--- src/rtl/csd_pkg.sv ---
`timescale 1ns/1ps
package csd_pkg;
  typedef logic [1:0] digit_t;
  localparam digit_t DIG_ZERO = 2'b00;
  localparam digit_t DIG_POS  = 2'b01;
  localparam digit_t DIG_NEG  = 2'b11;
endpackage

--- src/rtl/csd_digit_lut.sv ---
`timescale 1ns/1ps
// Digit selection from two adjacent value bits and the incoming carry.
module csd_digit_lut
  import csd_pkg::*;
(
  input  logic   bit_hi_i,
  input  logic   bit_lo_i,
  input  logic   carry_i,
  output digit_t code_o,
  output logic   carry_o
);
  logic [2:0] sel;
  assign sel = {bit_hi_i, bit_lo_i, carry_i};

  always_comb begin
    unique case (sel)
      3'd1, 3'd2: begin code_o = DIG_POS;  carry_o = 1'b0; end
      3'd3, 3'd7: begin code_o = DIG_ZERO; carry_o = 1'b1; end
      3'd5, 3'd6: begin code_o = DIG_NEG;  carry_o = 1'b1; end
      default:    begin code_o = DIG_ZERO; carry_o = 1'b0; end
    endcase
  end
endmodule

--- src/rtl/csd_ctrl.sv ---
`timescale 1ns/1ps
// Holds the sign-extended value, the carry and the position counter.
module csd_ctrl #(
  parameter int W  = 16,
  parameter int IW = (W > 1) ? $clog2(W) : 1
) (
  input  logic          clk,
  input  logic          rst,
  input  logic          load_i,
  input  logic [W-1:0]  value_i,
  input  logic          carry_nxt_i,
  output logic          bit_hi_o,
  output logic          bit_lo_o,
  output logic          carry_o,
  output logic          step_o,
  output logic          last_o,
  output logic [IW-1:0] pos_o
);
  localparam logic [IW-1:0] LAST = IW'(W - 1);

  logic [W:0]    sreg_q;
  logic          carry_q;
  logic          run_q;
  logic [IW-1:0] pos_q;

  always_ff @(posedge clk) begin
    if (rst) begin
      sreg_q  <= '0;
      carry_q <= 1'b0;
      run_q   <= 1'b0;
      pos_q   <= '0;
    end else if (load_i) begin
      sreg_q  <= {value_i[W-1], value_i};
      carry_q <= 1'b0;
      run_q   <= 1'b1;
      pos_q   <= '0;
    end else if (run_q) begin
      sreg_q  <= {sreg_q[W], sreg_q[W:1]};
      carry_q <= carry_nxt_i;
      pos_q   <= pos_q + 1'b1;
      if (pos_q == LAST) run_q <= 1'b0;
    end
  end

  assign bit_hi_o = sreg_q[1];
  assign bit_lo_o = sreg_q[0];
  assign carry_o  = carry_q;
  assign step_o   = run_q;
  assign last_o   = run_q && (pos_q == LAST);
  assign pos_o    = pos_q;

  // A fresh load always starts at digit 0 with no carry pending
  assert_restart_clean_R9: assert property (@(posedge clk) disable iff (rst)
    load_i |=> (!carry_q && pos_q == '0 && run_q));
endmodule

--- src/rtl/csd_gather.sv ---
`timescale 1ns/1ps
// Registered digit stream, parallel word and nonzero count.
module csd_gather
  import csd_pkg::*;
#(
  parameter int W  = 16,
  parameter int IW = (W > 1) ? $clog2(W) : 1,
  parameter int CW = $clog2(W + 1)
) (
  input  logic          clk,
  input  logic          rst,
  input  logic          load_i,
  input  logic          step_i,
  input  logic          last_i,
  input  logic [IW-1:0] pos_i,
  input  digit_t        code_i,
  output logic          dig_valid_o,
  output digit_t        dig_code_o,
  output logic [IW-1:0] dig_idx_o,
  output logic          done_o,
  output logic [2*W-1:0] word_o,
  output logic [CW-1:0] count_o
);
  localparam logic [CW-1:0] MAX_NZ = CW'((W + 1) / 2);

  always_ff @(posedge clk) begin
    if (rst) begin
      dig_valid_o <= 1'b0;
      dig_code_o  <= DIG_ZERO;
      dig_idx_o   <= '0;
      done_o      <= 1'b0;
      word_o      <= '0;
      count_o     <= '0;
    end else if (load_i) begin
      dig_valid_o <= 1'b0;
      done_o      <= 1'b0;
      word_o      <= '0;
      count_o     <= '0;
    end else begin
      dig_valid_o <= step_i;
      done_o      <= step_i && last_i;
      if (step_i) begin
        dig_code_o                   <= code_i;
        dig_idx_o                    <= pos_i;
        word_o[2*int'(pos_i) +: 2]   <= code_i;
        count_o                      <= count_o + CW'(code_i[0]);
      end
    end
  end

  // Canonical form never needs more than half the positions (rounded up)
  assert_count_bound_R8: assert property (@(posedge clk) disable iff (rst)
    count_o <= MAX_NZ);
  // Word and count are frozen between the end of a conversion and the next load
  assert_word_hold_R7: assert property (@(posedge clk) disable iff (rst)
    (!step_i && !load_i) |=> ($stable(word_o) && $stable(count_o)));
endmodule

--- src/rtl/csd_encoder.sv ---
`timescale 1ns/1ps
module csd_encoder
  import csd_pkg::*;
#(
  parameter int W  = 16,
  parameter int IW = (W > 1) ? $clog2(W) : 1,
  parameter int CW = $clog2(W + 1)
) (
  input  logic           clk,
  input  logic           rst,
  input  logic           load_i,
  input  logic [W-1:0]   value_i,
  output logic           dig_valid_o,
  output logic [1:0]     dig_code_o,
  output logic [IW-1:0]  dig_idx_o,
  output logic           done_o,
  output logic [2*W-1:0] csd_word_o,
  output logic [CW-1:0]  nz_count_o
);
  logic          bit_hi, bit_lo, carry, carry_nxt, step, last;
  logic [IW-1:0] pos;
  digit_t        code;

  csd_ctrl #(.W(W), .IW(IW)) u_ctrl (
    .clk(clk), .rst(rst), .load_i(load_i), .value_i(value_i),
    .carry_nxt_i(carry_nxt), .bit_hi_o(bit_hi), .bit_lo_o(bit_lo),
    .carry_o(carry), .step_o(step), .last_o(last), .pos_o(pos)
  );

  csd_digit_lut u_lut (
    .bit_hi_i(bit_hi), .bit_lo_i(bit_lo), .carry_i(carry),
    .code_o(code), .carry_o(carry_nxt)
  );

  csd_gather #(.W(W), .IW(IW), .CW(CW)) u_gather (
    .clk(clk), .rst(rst), .load_i(load_i), .step_i(step), .last_i(last),
    .pos_i(pos), .code_i(code), .dig_valid_o(dig_valid_o),
    .dig_code_o(dig_code_o), .dig_idx_o(dig_idx_o), .done_o(done_o),
    .word_o(csd_word_o), .count_o(nz_count_o)
  );

  assert_code_legal_R3: assert property (@(posedge clk) disable iff (rst)
    dig_valid_o |-> (dig_code_o != 2'b10));
  assert_idx_step_R2: assert property (@(posedge clk) disable iff (rst)
    (dig_valid_o && dig_idx_o != '0) |->
      ($past(dig_valid_o) && dig_idx_o == $past(dig_idx_o) + 1'b1));
  assert_no_adjacent_R5: assert property (@(posedge clk) disable iff (rst)
    (dig_valid_o && $past(dig_valid_o) && dig_idx_o != '0 && dig_code_o != DIG_ZERO)
      |-> ($past(dig_code_o) == DIG_ZERO));
  assert_done_last_R6: assert property (@(posedge clk) disable iff (rst)
    done_o |-> (dig_valid_o && dig_idx_o == IW'(W - 1)));
  assert_done_pulse_R6: assert property (@(posedge clk) disable iff (rst)
    done_o |=> !done_o);
endmodule

--- config.mk ---
export PLATFORM = sky130hd
export DESIGN_NAME = csd_encoder
export DESIGN_NICKNAME = d
export VERILOG_FILES = /design/src/rtl/csd_pkg.sv /design/src/rtl/csd_digit_lut.sv /design/src/rtl/csd_ctrl.sv /design/src/rtl/csd_gather.sv /design/src/rtl/csd_encoder.sv
export SDC_FILE = /design/constraint.sdc
export NUM_CORES = 1
export LEC_CHECK = 0
export ABC_AREA = 1
export BUFFER_PORTS_ARGS = -buffer_cell sky130_fd_sc_hd__buf_2
export CORE_MARGIN = 8
export CORE_UTILIZATION = 50
export CTS_CLUSTER_DIAMETER = 200
export DETAILED_ROUTE_END_ITERATION = 10
export PLACE_DENSITY = 0.73
export SYNTH_ARGS = -nofsm -noshare
export SYNTH_HDL_FRONTEND = slang
export SYNTH_HIERARCHICAL = 1
export SYNTH_SLANG_ARGS = --single-unit
--- constraint.sdc ---
create_clock -name clk -period 2.4 [get_ports clk]
set_input_delay 0.12 -clock clk [delete_from_list [all_inputs] [get_ports clk]]
set_output_delay 0.12 -clock clk [all_outputs]
set_load 0.05 [all_outputs]
== Yosys cells after proc, flatten, opt, wreduce, memory -nomap -nowiden ==
Cells that the tools add are included.
Word-level totals
  input port bits: 19
  register bits: 68
Cells by class
  mux-type cells: 8
  bitwise operators: 1
  eq/ne operators: 7
  reductions and logical operators: 8
  add/subtract/negate cells: 3
  shifts and indexed selects: 2
Operators by type and width (number)
  $neg 5->33: 1
  $shift 2x33->32 const A: 1
  $shiftx 2x33->32: 1
  $bwmux 32: 1
  $mux 17: 1
  $mux 16: 1
  $eq 3x3->1 const B: 3
  $eq 3x2->1 const B: 2
  $reduce_or 2->1: 3
  $add 5x1->5: 1
  $add 4x1->4 const B: 1
  $eq 4x4->1 const B: 1
  $mux 1: 4
  $pmux 2 s2: 1
  $reduce_or 4->1: 1
  $eq 3x1->1 const B: 1
  $logic_and 1x1->1: 2
  $reduce_and 2->1: 1
  $reduce_bool 2->1: 1
  $not 1->1: 1

== Longest topological paths before layout ==
Gate-level depths: netlist of run 1.
  depth after elaboration: 5
  depth in mapped cells: 11
  depth with buffers taken out: 11

== Cells and area by module ==
Netlist of run 1, hierarchy kept.
Modules (own cells, without submodules)
  csd_gather: instances 1, sequential area each 900.9 µm², area an instance 2045.7 µm², cells each 294
  csd_ctrl: instances 1, sequential area each 460.4 µm², area an instance 1153.6 µm², cells each 172
  csd_digit_lut: instances 1, sequential area each 0.0 µm², area an instance 46.3 µm², cells each 9

== Worst setup path after synthesis of run 1 ==
Ideal clock, no wire load.
  kind: register to register
  from: register u_ctrl.pos_q[0], in the netlist u_ctrl/pos_o[0]
  to: register u_gather.word_o[22]
  cell stages (with the launch flop): 10
  setup time: 0.117 ns
  buffers on the path: 1
  arrival: 1.743 ns
  required time: 2.283 ns
  clock period less this slack: 1.859 ns
  setup slack: 0.541 ns
  cells stage by stage: dfxtp_1 inv_1 ha_1 buf_2 inv_1 nand4_1 nor2_2 nand2_1 o21ai_0 nor2_1
On the way
  cells in the longest elaborated chain, start to end: 3
  elaborated cells on any way between the ends: 4
RTL lines
  from (decl): RTL line csd_ctrl.sv:24  | logic [IW-1:0] pos_q;
  from (signal assigned): RTL line csd_ctrl.sv:40  | pos_q <= pos_q + 1'b1;
  $neg 5->33 (*): RTL line csd_gather.sv:45  | word_o[2*int'(pos_i) +: 2] <= code_i;
  $shiftx 2x33->32 or $shift 2x33->32 (tied branches): RTL line csd_gather.sv:45
  $bwmux 32 (*): RTL line csd_gather.sv:45
  to (signal, indexed assignment): RTL line csd_gather.sv:45
  to (decl): RTL line csd_gather.sv:21  | output logic [2*W-1:0] word_o,
Every way passes the cells marked *; elsewhere a longest branch is shown, timed or not.
A chain may end at the register's enable or synchronous reset.

== Worst setup path in the final report of run 1 ==
  from: register u_ctrl.pos_q[0], in the netlist u_ctrl/pos_o[0]
  to: register u_gather.word_o[19]
The elaborated chain is that of the path after synthesis.

==> results of run 1 <==
layout by cell type (no fill, tap or decap):
cell       count
clkbuf_8       9
inv_1         47
o21ai_0       25
buf_2         63
nand3_1       13
inv_2          2
nor2_4         4
xnor2_1        1
a211oi_1       5
nand4_1       10
a21boi_0       1
nor2_1        97
o21ai_2        1
nand3b_1       3
a21oi_2       13
buf_4          5
nor3_1         2
clkbuf_1       2
clkinv_2       2
ha_1           5
a21oi_1       25
nand2_1      131
dfxtp_1       68
nor2_2         3
nand2_2        1
bufinv_16      3
nand2_4        1
layout make-up:
class | count | area (µm²)
fillers | 626 | 2500
well taps | 77 | 96.3
inverters | 49 | 184
clock buffers | 11 | 131
multi-input cells | 341 | 1590
repair buffers | 68 | 353
flip-flops and latches | 68 | 1360
clock inverters | 5 | 100
routing by layer:
metal / vias to the layer above / routed length [µm] / GRT usage
met4: 0 / 96 / 0.0731
li1: 1619 / - / -
met3: 8 / 560 / 0.0448
met5: - / 0 / 0
met1: 1342 / 3780 / 0.236
met2: 86 / 3280 / 0.261
kinds of logic (layout without fill, tap and decap cells):
kind of cell	Yosys count	in the layout	synth area share
simple gates	265	265	0.338
flops	68	68	0.419
buf+inv	66	133	0.0917
fa+ha+maj	5	5	0.0193
compound gates	70	70	0.129
xor+xnor	1	1	0.00270
critical path: stages (launching register included):
cell and delay (ns):
dfxtp_1 0.52, inv_1 0.19, ha_1 0.50, nand4_1 0.25
nor2_2 0.29, nand2_1 0.10, o21ai_0 0.20, nor2_1 0.06
where the power goes:
group	switching [W]	internal [W]	total, W
Sequential	0.0000213	0.00116	0.00118
Clock	0.000418	0.000688	0.00111
Combinational	0.000162	0.0000726	0.000234
Total	0.000601	0.00192	0.00252
worst paths after layout:
kind / start / endpoint / slack [ns]
min reg2reg: u_gather/count_o[4] / u_gather/count_o[4] / 0.46
min: value_i[15] / u_ctrl/sreg_q[16] / 0.07
max reg2reg: u_ctrl/pos_o[0] / u_gather/word_o[19] / 0.19
max: u_ctrl/pos_o[0] / u_gather/word_o[19] / 0.19
stage by stage:
| stage | total power, W | worst slack, ns | util | instance area, µm² | hold slack, ns |
|---|---|---|---|---|---|
| finish | 0.00252 | 0.192 | 0.604 | 3810 | 0.0695 |
| global placement | 0.00143 | 0.343 | 0.567 | 3580 | 0.406 |
| detailed placement | 0.00144 | 0.284 | 0.567 | 3580 | 0.415 |
| CTS | 0.00254 | 0.275 | 0.604 | 3810 | 0.0582 |
| floorplan | 0.00139 | 0.541 | - | 3250 | 0.289 |
| global route | 0.00262 | 0.0170 | 0.604 | 3810 | 0.0714 |
state kept, by name (all words and copies together), names as in the netlist:
name,count
u_ctrl/carry_o,1
u_ctrl/pos_o,4
u_ctrl/sreg_q,17
u_ctrl/step_o,1
u_gather/count_o,5
u_gather/dig_code_o,2
u_gather/dig_idx_o,4
u_gather/dig_valid_o,1
u_gather/done_o,1
u_gather/word_o,32
==> key figures, run 1 <==
Timing
  • Setup TNS: 0 ns
  • Final slew viol count: 0
  • Post-layout minimum cycle time: 2.21 ns
  • RSZ-0062 raised after global routing: false
  • Clk_skew: 0.00494 ns
  • Final setup fails: 0
  • Crit share post-route: 0.920
  • Worst slew margin: 0.573
  • Tightest Pin Transition: 0.638 ns
  • Fmax: 453 MHz
  • Final Hold Viols: 0

Power
  • Static leakage: 1.76 nW
  • Peak VDD IR: 326 µV
  • PwrDens: 661 nW/µm²

Worst setup path
  • CP Data Arrival Time: 2.43 ns
  • Worst setup path class: reg2reg
  • FF-to-FF path depth: 7
  • Req. time, crit path: 2.63 ns
  • Startpoint Class: register
  • CP Capture Type: register
  • Worst-path fanout max: 10

Logic synthesis
  • Synth area leaders: dfxtp_1, nand2_1, nor2_1, inv_1, a21oi_1
  • Synth Flop Type: dfxtp_1
  • Register area share after synthesis: 0.419
  • Mapped Area: 3250 µm²
  • Synthesized net count: 499
  • Synth warn: 6
  • Synth cell types: 25
  • Yosys top cell by area: dfxtp_1
  • Synth top cells by count: nand2_1, nor2_1, dfxtp_1
  • Post-synth EDFFs: 0
  • Register bit total from synthesis: 68
  • Post-synth top area share: 0.419
  • Ys async rst share: 0
  • Most instantiated library cell after synthesis: nand2_1
  • Syn_area_per_cell: 6.83 µm²
  • Mapped Cells: 475

Floorplan
  • Die Span X: 96.6 µm
  • Die Height: 96.6 µm
  • Top Ports: 64
  • Core Footprint: 6310 µm²
  • Num rows: 29
  • Initial Utilization: 0.514
  • DIE AREA: 9330 µm²

Clocking
  • Worst skew pair latency: 0.33 ns
  • H-tree depth: 3
  • Resized cells post-CTS: 0
  • Root Buffer: clkbuf_8
  • CTS tree: yes
  • # hold bufs at CTS: 0
  • Worst-path clk slew: 0.07 ns
  • Clock sink count: 68
  • Post-CTS setup buffers: 0
  • CTS Buf Count: 9
  • Deepest clock path buffer count: 2

Detailed routing
  • DR iter-0 viols: 174
  • Vias: 3055
  • Routed Wire Length: 7720 µm
  • Vias/cell: 4.94
  • Per-cell routed wire length: 12.5 µm
  • DRC: 0
  • ANT nets after route: 0
  • First drt pass iteration count: 5

Final layout
  • Layout Nets: 561
  • Share of layout cells above drive strength 1: 0.197
  • Antenna cell count: 0
  • Synthesis-to-layout area growth: 17.5%
  • Non-Filler Instances: 619

Place
  • RD Place Congestion: 0.881
  • Port bufs: 63
  • DP HPWL: 5590 µm
  • # placed instances: 603

Global route
  • Vias in the first global route: 2891
  • GRT Residual Overflow: 0
  • First-pass GRT wire length: 13100 µm
  • Global-route usage over all layers: 0.175
  • Initial antenna violation count: 0
  • Largest net degree at the start of global routing: 37

Hold path
  • Hold crit path type: in2reg
  • WHS Path Cells: 3

Run
  • Maxcap violations: 0

Outcome
  • Outcome: finished, final reports clean
(Power assumes the default switching activity.)
==> inputs of run 2 (changes only) <==
MAX_ROUTING_LAYER = met4   (was not set)
==> key figures, run 2 (synthesized netlist as in run 1, its figures left out) <==
Detailed routing
  • Vias: 3069 (was 3055)
  • ANT nets after route: 0 (unchanged)
  • Per-cell routed wire length: 12.5 µm (about the same)
  • First drt pass iteration count: 5 (unchanged)
  • DR iter-0 viols: 270 (was 174)
  • Routed Wire Length: 7730 µm (was 7720 µm)
  • DRC: 0 (unchanged)
  • Vias/cell: 4.96 (was 4.94)

Timing
  • Worst slew margin: 0.589 (was 0.573)
  • Clk_skew: 0.00689 ns (was 0.00494 ns)
  • Final WS setup: 0.195 ns (was 0.192 ns)
  • Final setup fails: 0 (unchanged)
  • Final Hold Viols: 0 (unchanged)
  • Crit share post-route: 0.919 (was 0.920)
  • Final slew viol count: 0 (unchanged)
  • RSZ-0062 raised after global routing: false (unchanged)
  • Setup TNS: 0 ns (unchanged)
  • Tightest Pin Transition: 0.615 ns (was 0.638 ns)
  • Fmax: 453 MHz (about the same)
  • Post-layout minimum cycle time: 2.21 ns (about the same)

Clocking
  • Worst skew pair latency: 0.35 ns (was 0.33 ns)
  • Post-CTS setup buffers: 0 (unchanged)
  • CTS tree: yes (unchanged)
  • Resized cells post-CTS: 0 (unchanged)
  • CTS Buf Count: 9 (unchanged)
  • Deepest clock path buffer count: 2 (unchanged)
  • Worst-path clk slew: 0.07 ns (about the same)
  • Clock sink count: 68 (unchanged)
  • H-tree depth: 3 (unchanged)
  • # hold bufs at CTS: 0 (unchanged)
  • Root Buffer: clkbuf_8 (unchanged)

Worst setup path
  • R2r endpoint: u_gather/word_o[6] (was u_gather/word_o[19])
  • Worst setup path class: reg2reg (unchanged)
  • Req. time, crit path: 2.64 ns (was 2.63 ns)
  • CP delay by family, top: simple AND/OR/NAND/NOR gates (unchanged)
  • Worst path bufs/invs: 2 (was 1)
  • Worst-path fanout max: 10 (unchanged)
  • Worst path depth: 8 (was 7)
  • Critical Path Most Common Cell: inv_1
  • Crit-path slowest cell: dfxtp_1 (unchanged)
  • Critical path origin: u_ctrl/pos_o[0] (unchanged)
  • Reg2Reg Launch Point: u_ctrl/pos_o[0] (unchanged)
  • FF-to-FF path depth: 8 (was 7)
  • Max incr delay on CP: 0.52 ns (about the same)
  • CP Capture Type: register (unchanged)
  • End of the critical path: u_gather/word_o[6] (was u_gather/word_o[19])
  • CP Data Arrival Time: 2.45 ns (was 2.43 ns)
  • Crit-path cells: inv_1 -> ha_1 -> inv_1 -> nand4_1 -> nor2_2 -> nand2_1 -> o21ai_0 -> nor2_1 (was inv_1 -> ha_1 -> nand4_1 -> nor2_2 -> nand2_1 -> o21ai_0 -> nor2_1)
  • Startpoint Class: register (unchanged)
  • Reg2Reg Setup Slack: 0.19 ns (about the same)

Final layout
  • Largest Register: u_gather/word_o (unchanged)
  • Largest register FFs: 32 (unchanged)
  • Layout Nets: 561 (unchanged)
  • Finished Cell Area: 3780 µm² (was 3810 µm²)
  • Antenna cell count: 0 (unchanged)
  • Non-Filler Instances: 619 (unchanged)
  • Share of layout cells above drive strength 1: 0.194 (was 0.197)
  • Most frequent cells in the layout: nand2_1, nor2_1, dfxtp_1 (unchanged)
  • Synthesis-to-layout area growth: 16.4% (was 17.5%)
  • Commonest non-fill, non-tap cell in the layout: nand2_1 (unchanged)
  • Largest registers: u_gather/word_o: 32 flops, u_ctrl/sreg_q: 17 flops, u_gather/count_o: 5 flops (unchanged)

Power
  • Power Total: 0.00236 W (was 0.00252 W)
  • Peak VDD IR: 438 µV (was 326 µV)
  • PwrDens: 625 nW/µm² (was 661 nW/µm²)
  • Static leakage: 1.74 nW (was 1.76 nW)

Outcome
  • Outcome: finished, final reports clean (unchanged)

Global route
  • Initial antenna violation count: 0 (unchanged)
  • Vias in the first global route: 2737 (was 2891)
  • GRT Residual Overflow: 0 (unchanged)
  • Global-route usage over all layers: 0.177 (was 0.175)
  • First-pass GRT wire length: 12700 µm (was 13100 µm)
  • Largest net degree at the start of global routing: 37 (unchanged)

Floorplan
  • Top Ports: 64 (unchanged)
  • Die Height: 96.6 µm (unchanged)
  • Initial Utilization: 0.514 (unchanged)
  • DIE AREA: 9330 µm² (unchanged)
  • Num rows: 29 (unchanged)
  • Die Span X: 96.6 µm (unchanged)
  • Core Footprint: 6310 µm² (unchanged)

Place
  • Pre-CTS worst setup slack: 0.222 ns (was 0.284 ns)
  • RD Place Congestion: 0.899 (was 0.881)
  • # placed instances: 603 (unchanged)
  • Port bufs: 63 (unchanged)
  • Area after DPL: 3580 µm² (unchanged)
  • DP HPWL: 5680 µm (was 5590 µm)

Hold path
  • Hold crit path type: in2reg (unchanged)

Run
  • Maxcap violations: 0 (unchanged)
-- run 2: changes by cell type in the layout (fill, tap and decap cells not counted), sizes merged --
cell	before	now
clkinv	2	0
bufinv	3	1
clkbuf	11	15
-- run 2: worst min-delay path: cells and delay by family --
family,cells,cell delay [ns]
simple gates,3,0.14
buf+inv,2,0.11
-- run 2: through the flow --
| stage | hold slack, ns | util |
|---|---|---|
| final | 0.0543 | 0.598 |
| after global routing | 0.0643 | 0.598 |
| after CTS | 0.0463 | 0.598 |
| after detailed placement | 0.409 | 0.567 |
| after global placement | 0.404 | 0.567 |
| after floorplan | 0.289 | - |
-- run 2: power breakdown --
group	leakage [nW]	internal [W]	switching, W
registers	0.553	0.00116	0.0000192
logic	1.09	0.0000741	0.000163
clock network	0.0979	0.000539	0.000407
total	1.74	0.00177	0.000588
-- run 2: per-layer routing --
metal	vias up	part of all wire	wire length [µm]	global-route usage
li1	1614	-	-	-
met1	1348	0.49	3780	0.238
met2	98	0.42	3240	0.248
met3	9	0.081	623	0.0556
met4	0	0.011	85	0.0492
met5	-	0	0	-
-- run 2: how the worst min path moves through the flow --
stage                            from                end  slack, ns  cells after the start
after global placement     value_i[2]   u_ctrl/sreg_q[2]       0.40                      5
after global routing      value_i[15]  u_ctrl/sreg_q[16]       0.06                      3
final                      value_i[2]   u_ctrl/sreg_q[2]       0.05                      5
after CTS                  value_i[2]   u_ctrl/sreg_q[2]       0.05                      5
after floorplan           value_i[15]  u_ctrl/sreg_q[16]       0.29                      2
after detailed placement   value_i[2]   u_ctrl/sreg_q[2]       0.41                      5
-- run 2: area by class of cell --
cell class	instances	area, µm²
tap	77	96.3
clock inverter	1	30.0
timing repair buffer	68	353
sequential	68	1360
clock buffer	15	166
multi-input combinational	341	1590
fill	651	2540
inverter	49	184
==> inputs of run 3 (changes only) <==
PLACE_DENSITY = 0.85   (was 0.73)
==> key figures, run 3 (synthesized netlist as in run 1, its figures left out) <==
Outcome
  • Outcome: finished, final reports clean (unchanged)

Final layout
  • Non-Filler Instances: 620 (was 619)
  • Antenna cell count: 0 (unchanged)
  • Share of layout cells above drive strength 1: 0.199 (was 0.194)
  • Largest registers: u_gather/word_o: 32 flops, u_ctrl/sreg_q: 17 flops, u_gather/count_o: 5 flops (unchanged)
  • Largest register FFs: 32 (unchanged)
  • Synthesis-to-layout area growth: 16.2% (was 16.4%)
  • Most frequent cells in the layout: nand2_1, nor2_1, dfxtp_1 (unchanged)
  • Layout Nets: 562 (was 561)
  • Largest Register: u_gather/word_o (unchanged)
  • Fill count: 606 (was 651)
  • Commonest non-fill, non-tap cell in the layout: nand2_1 (unchanged)

Detailed routing
  • Vias: 3127 (was 3069)
  • First drt pass iteration count: 4 (was 5)
  • Per-cell routed wire length: 12.7 µm (was 12.5 µm)
  • DRC: 0 (unchanged)
  • ANT nets after route: 0 (unchanged)
  • Vias/cell: 5.04 (was 4.96)
  • Routed Wire Length: 7850 µm (was 7730 µm)
  • DR iter-0 viols: 176 (was 270)

Power
  • PwrDens: 603 nW/µm² (was 625 nW/µm²)
  • Static leakage: 1.74 nW (about the same)
  • Peak VDD IR: 350 µV (was 438 µV)

Global route
  • Initial antenna violation count: 0 (unchanged)
  • Global-route usage over all layers: 0.183 (was 0.177)
  • GRT Residual Overflow: 0 (unchanged)
  • Largest net degree at the start of global routing: 33 (was 37)
  • Vias in the first global route: 3038 (was 2737)
  • First-pass GRT wire length: 13200 µm (was 12700 µm)

Worst setup path
  • FF-to-FF path depth: 10 (was 8)
  • Reg2Reg Launch Point: u_ctrl/pos_o[3] (was u_ctrl/pos_o[0])
  • CP Capture Type: register (unchanged)
  • CP Data Arrival Time: 2.37 ns (was 2.45 ns)
  • Max incr delay on CP: 0.39 ns (was 0.52 ns)
  • Crit-path cells: inv_1 -> ha_1 -> inv_1 -> nand3_1 -> inv_1 -> nand2_1 -> nor2_1 -> o21ai_0 -> nand2_1 -> nor2_1 (was inv_1 -> ha_1 -> inv_1 -> nand4_1 -> nor2_2 -> nand2_1 -> o21ai_0 -> nor2_1)
  • Worst setup path class: reg2reg (unchanged)
  • Req. time, crit path: 2.63 ns (was 2.64 ns)
  • Startpoint Class: register (unchanged)
  • Reg2Reg Setup Slack: 0.27 ns (was 0.19 ns)
  • Crit-path slowest cell: dfxtp_1 (unchanged)
  • R2r endpoint: u_gather/word_o[27] (was u_gather/word_o[6])
  • Critical Path Most Common Cell: inv_1 (unchanged)
  • Worst-path fanout max: 7 (was 10)

Clocking
  • # hold bufs at CTS: 0 (unchanged)
  • CTS Buf Count: 9 (unchanged)
  • Resized cells post-CTS: 0 (unchanged)
  • Root Buffer: clkbuf_8 (unchanged)
  • Clock sink count: 68 (unchanged)
  • H-tree depth: 3 (unchanged)
  • CTS tree: yes (unchanged)
  • Worst-path clk slew: 0.07 ns (about the same)
  • Deepest clock path buffer count: 2 (unchanged)
  • Post-CTS setup buffers: 0 (unchanged)
  • Worst skew pair latency: 0.34 ns (was 0.35 ns)

Timing
  • Final WS setup: 0.267 ns (was 0.195 ns)
  • Final setup fails: 0 (unchanged)
  • Crit share post-route: 0.889 (was 0.919)
  • Tightest Pin Transition: 0.621 ns (was 0.615 ns)
  • Final slew viol count: 0 (unchanged)
  • RSZ-0062 raised after global routing: false (unchanged)
  • Final Hold Viols: 0 (unchanged)
  • Worst slew margin: 0.585 (was 0.589)
  • Setup TNS: 0 ns (unchanged)
  • Post-layout minimum cycle time: 2.13 ns (was 2.21 ns)
  • Clk_skew: 0.00592 ns (was 0.00689 ns)
  • Fmax: 469 MHz (was 453 MHz)

Place
  • DP HPWL: 5790 µm (was 5680 µm)
  • Port bufs: 63 (unchanged)
  • # placed instances: 604 (was 603)
  • RD Place Congestion: 0.922 (was 0.899)
  • Pre-CTS worst setup slack: 0.205 ns (was 0.222 ns)

Floorplan
  • Top Ports: 64 (unchanged)
  • Die Span X: 96.6 µm (unchanged)
  • Num rows: 29 (unchanged)
  • Core Footprint: 6310 µm² (unchanged)
  • Die Height: 96.6 µm (unchanged)
  • DIE AREA: 9330 µm² (unchanged)
  • Initial Utilization: 0.514 (unchanged)

Hold path
  • Worst hold endpoint: u_ctrl/sreg_q[2] (unchanged)
  • WHS Path Cells: 5 (unchanged)
  • Worst Hold Launch: value_i[2] (unchanged)
  • Hold crit path type: in2reg (unchanged)

Run
  • Maxcap violations: 0 (unchanged)
-- run 3: through the flow --
stage | hold WS [ns] | util | total power [W] | instance area (µm²)
global placement | 0.405 | 0.568 | 0.00143 | 3590
global route | 0.0775 | 0.597 | 0.00237 | 3770
floorplan | 0.289 | - | 0.00139 | 3250
finish | 0.0673 | 0.597 | 0.00227 | 3770
detailed placement | 0.413 | 0.568 | 0.00144 | 3590
CTS | 0.0523 | 0.597 | 0.00230 | 3770
-- run 3: where the power goes --
group          switching [W]  leakage (nW)  internal, W
Sequential         0.0000211         0.554      0.00116
Combinational       0.000164          1.10    0.0000741
Clock               0.000394        0.0937     0.000460
-- run 3: area by class of cell --
| cell class | instances | area [µm²] | area share |
|---|---|---|---|
| multi-input combinational | 341 | 1590 | 0.421 |
| sequential | 68 | 1360 | 0.361 |
| timing repair buffer | 69 | 360 | 0.0956 |
| inverter | 49 | 184 | 0.0488 |
| clock buffer | 15 | 176 | 0.0468 |
| tap | 77 | 96.3 | 0.0255 |
| clock inverter | 1 | 5.00 | 0.00133 |
-- run 3: worst max-delay path, delay by kind of cell (launching register included) --
family                   cells  cell delay [ns]
AND/OR/NAND/NOR              5             0.62
buffers and inverters        3             0.53
flip-flops                   1             0.39
adder cells (fa/ha/maj)      1             0.35
AO/OA/AOI/OAI                1             0.15
-- run 3: worst max-delay path by stage --
stage / cells past startpoint / slack, ns / endpoint / start
after floorplan: 9 / 0.54 / u_gather/word_o[22] / u_ctrl/pos_o[0]
after global placement: 8 / 0.37 / u_gather/word_o[6] / u_ctrl/pos_o[0]
after detailed placement: 8 / 0.20 / u_gather/word_o[7] / u_ctrl/pos_o[0]
after CTS: 8 / 0.18 / u_gather/word_o[23] / u_ctrl/pos_o[0]
after global routing: 10 / 0.04 / u_gather/word_o[27] / u_ctrl/pos_o[3]
final: 10 / 0.27 / u_gather/word_o[27] / u_ctrl/pos_o[3]
-- run 3: metal layers --
layer / track usage / wire, µm / vias up
met5: - / 0 / -
met4: 0.0883 / 161 / 0
met3: 0.0317 / 415 / 14
met2: 0.299 / 3690 / 89
li1: - / - / 1624
met1: 0.213 / 3580 / 1400
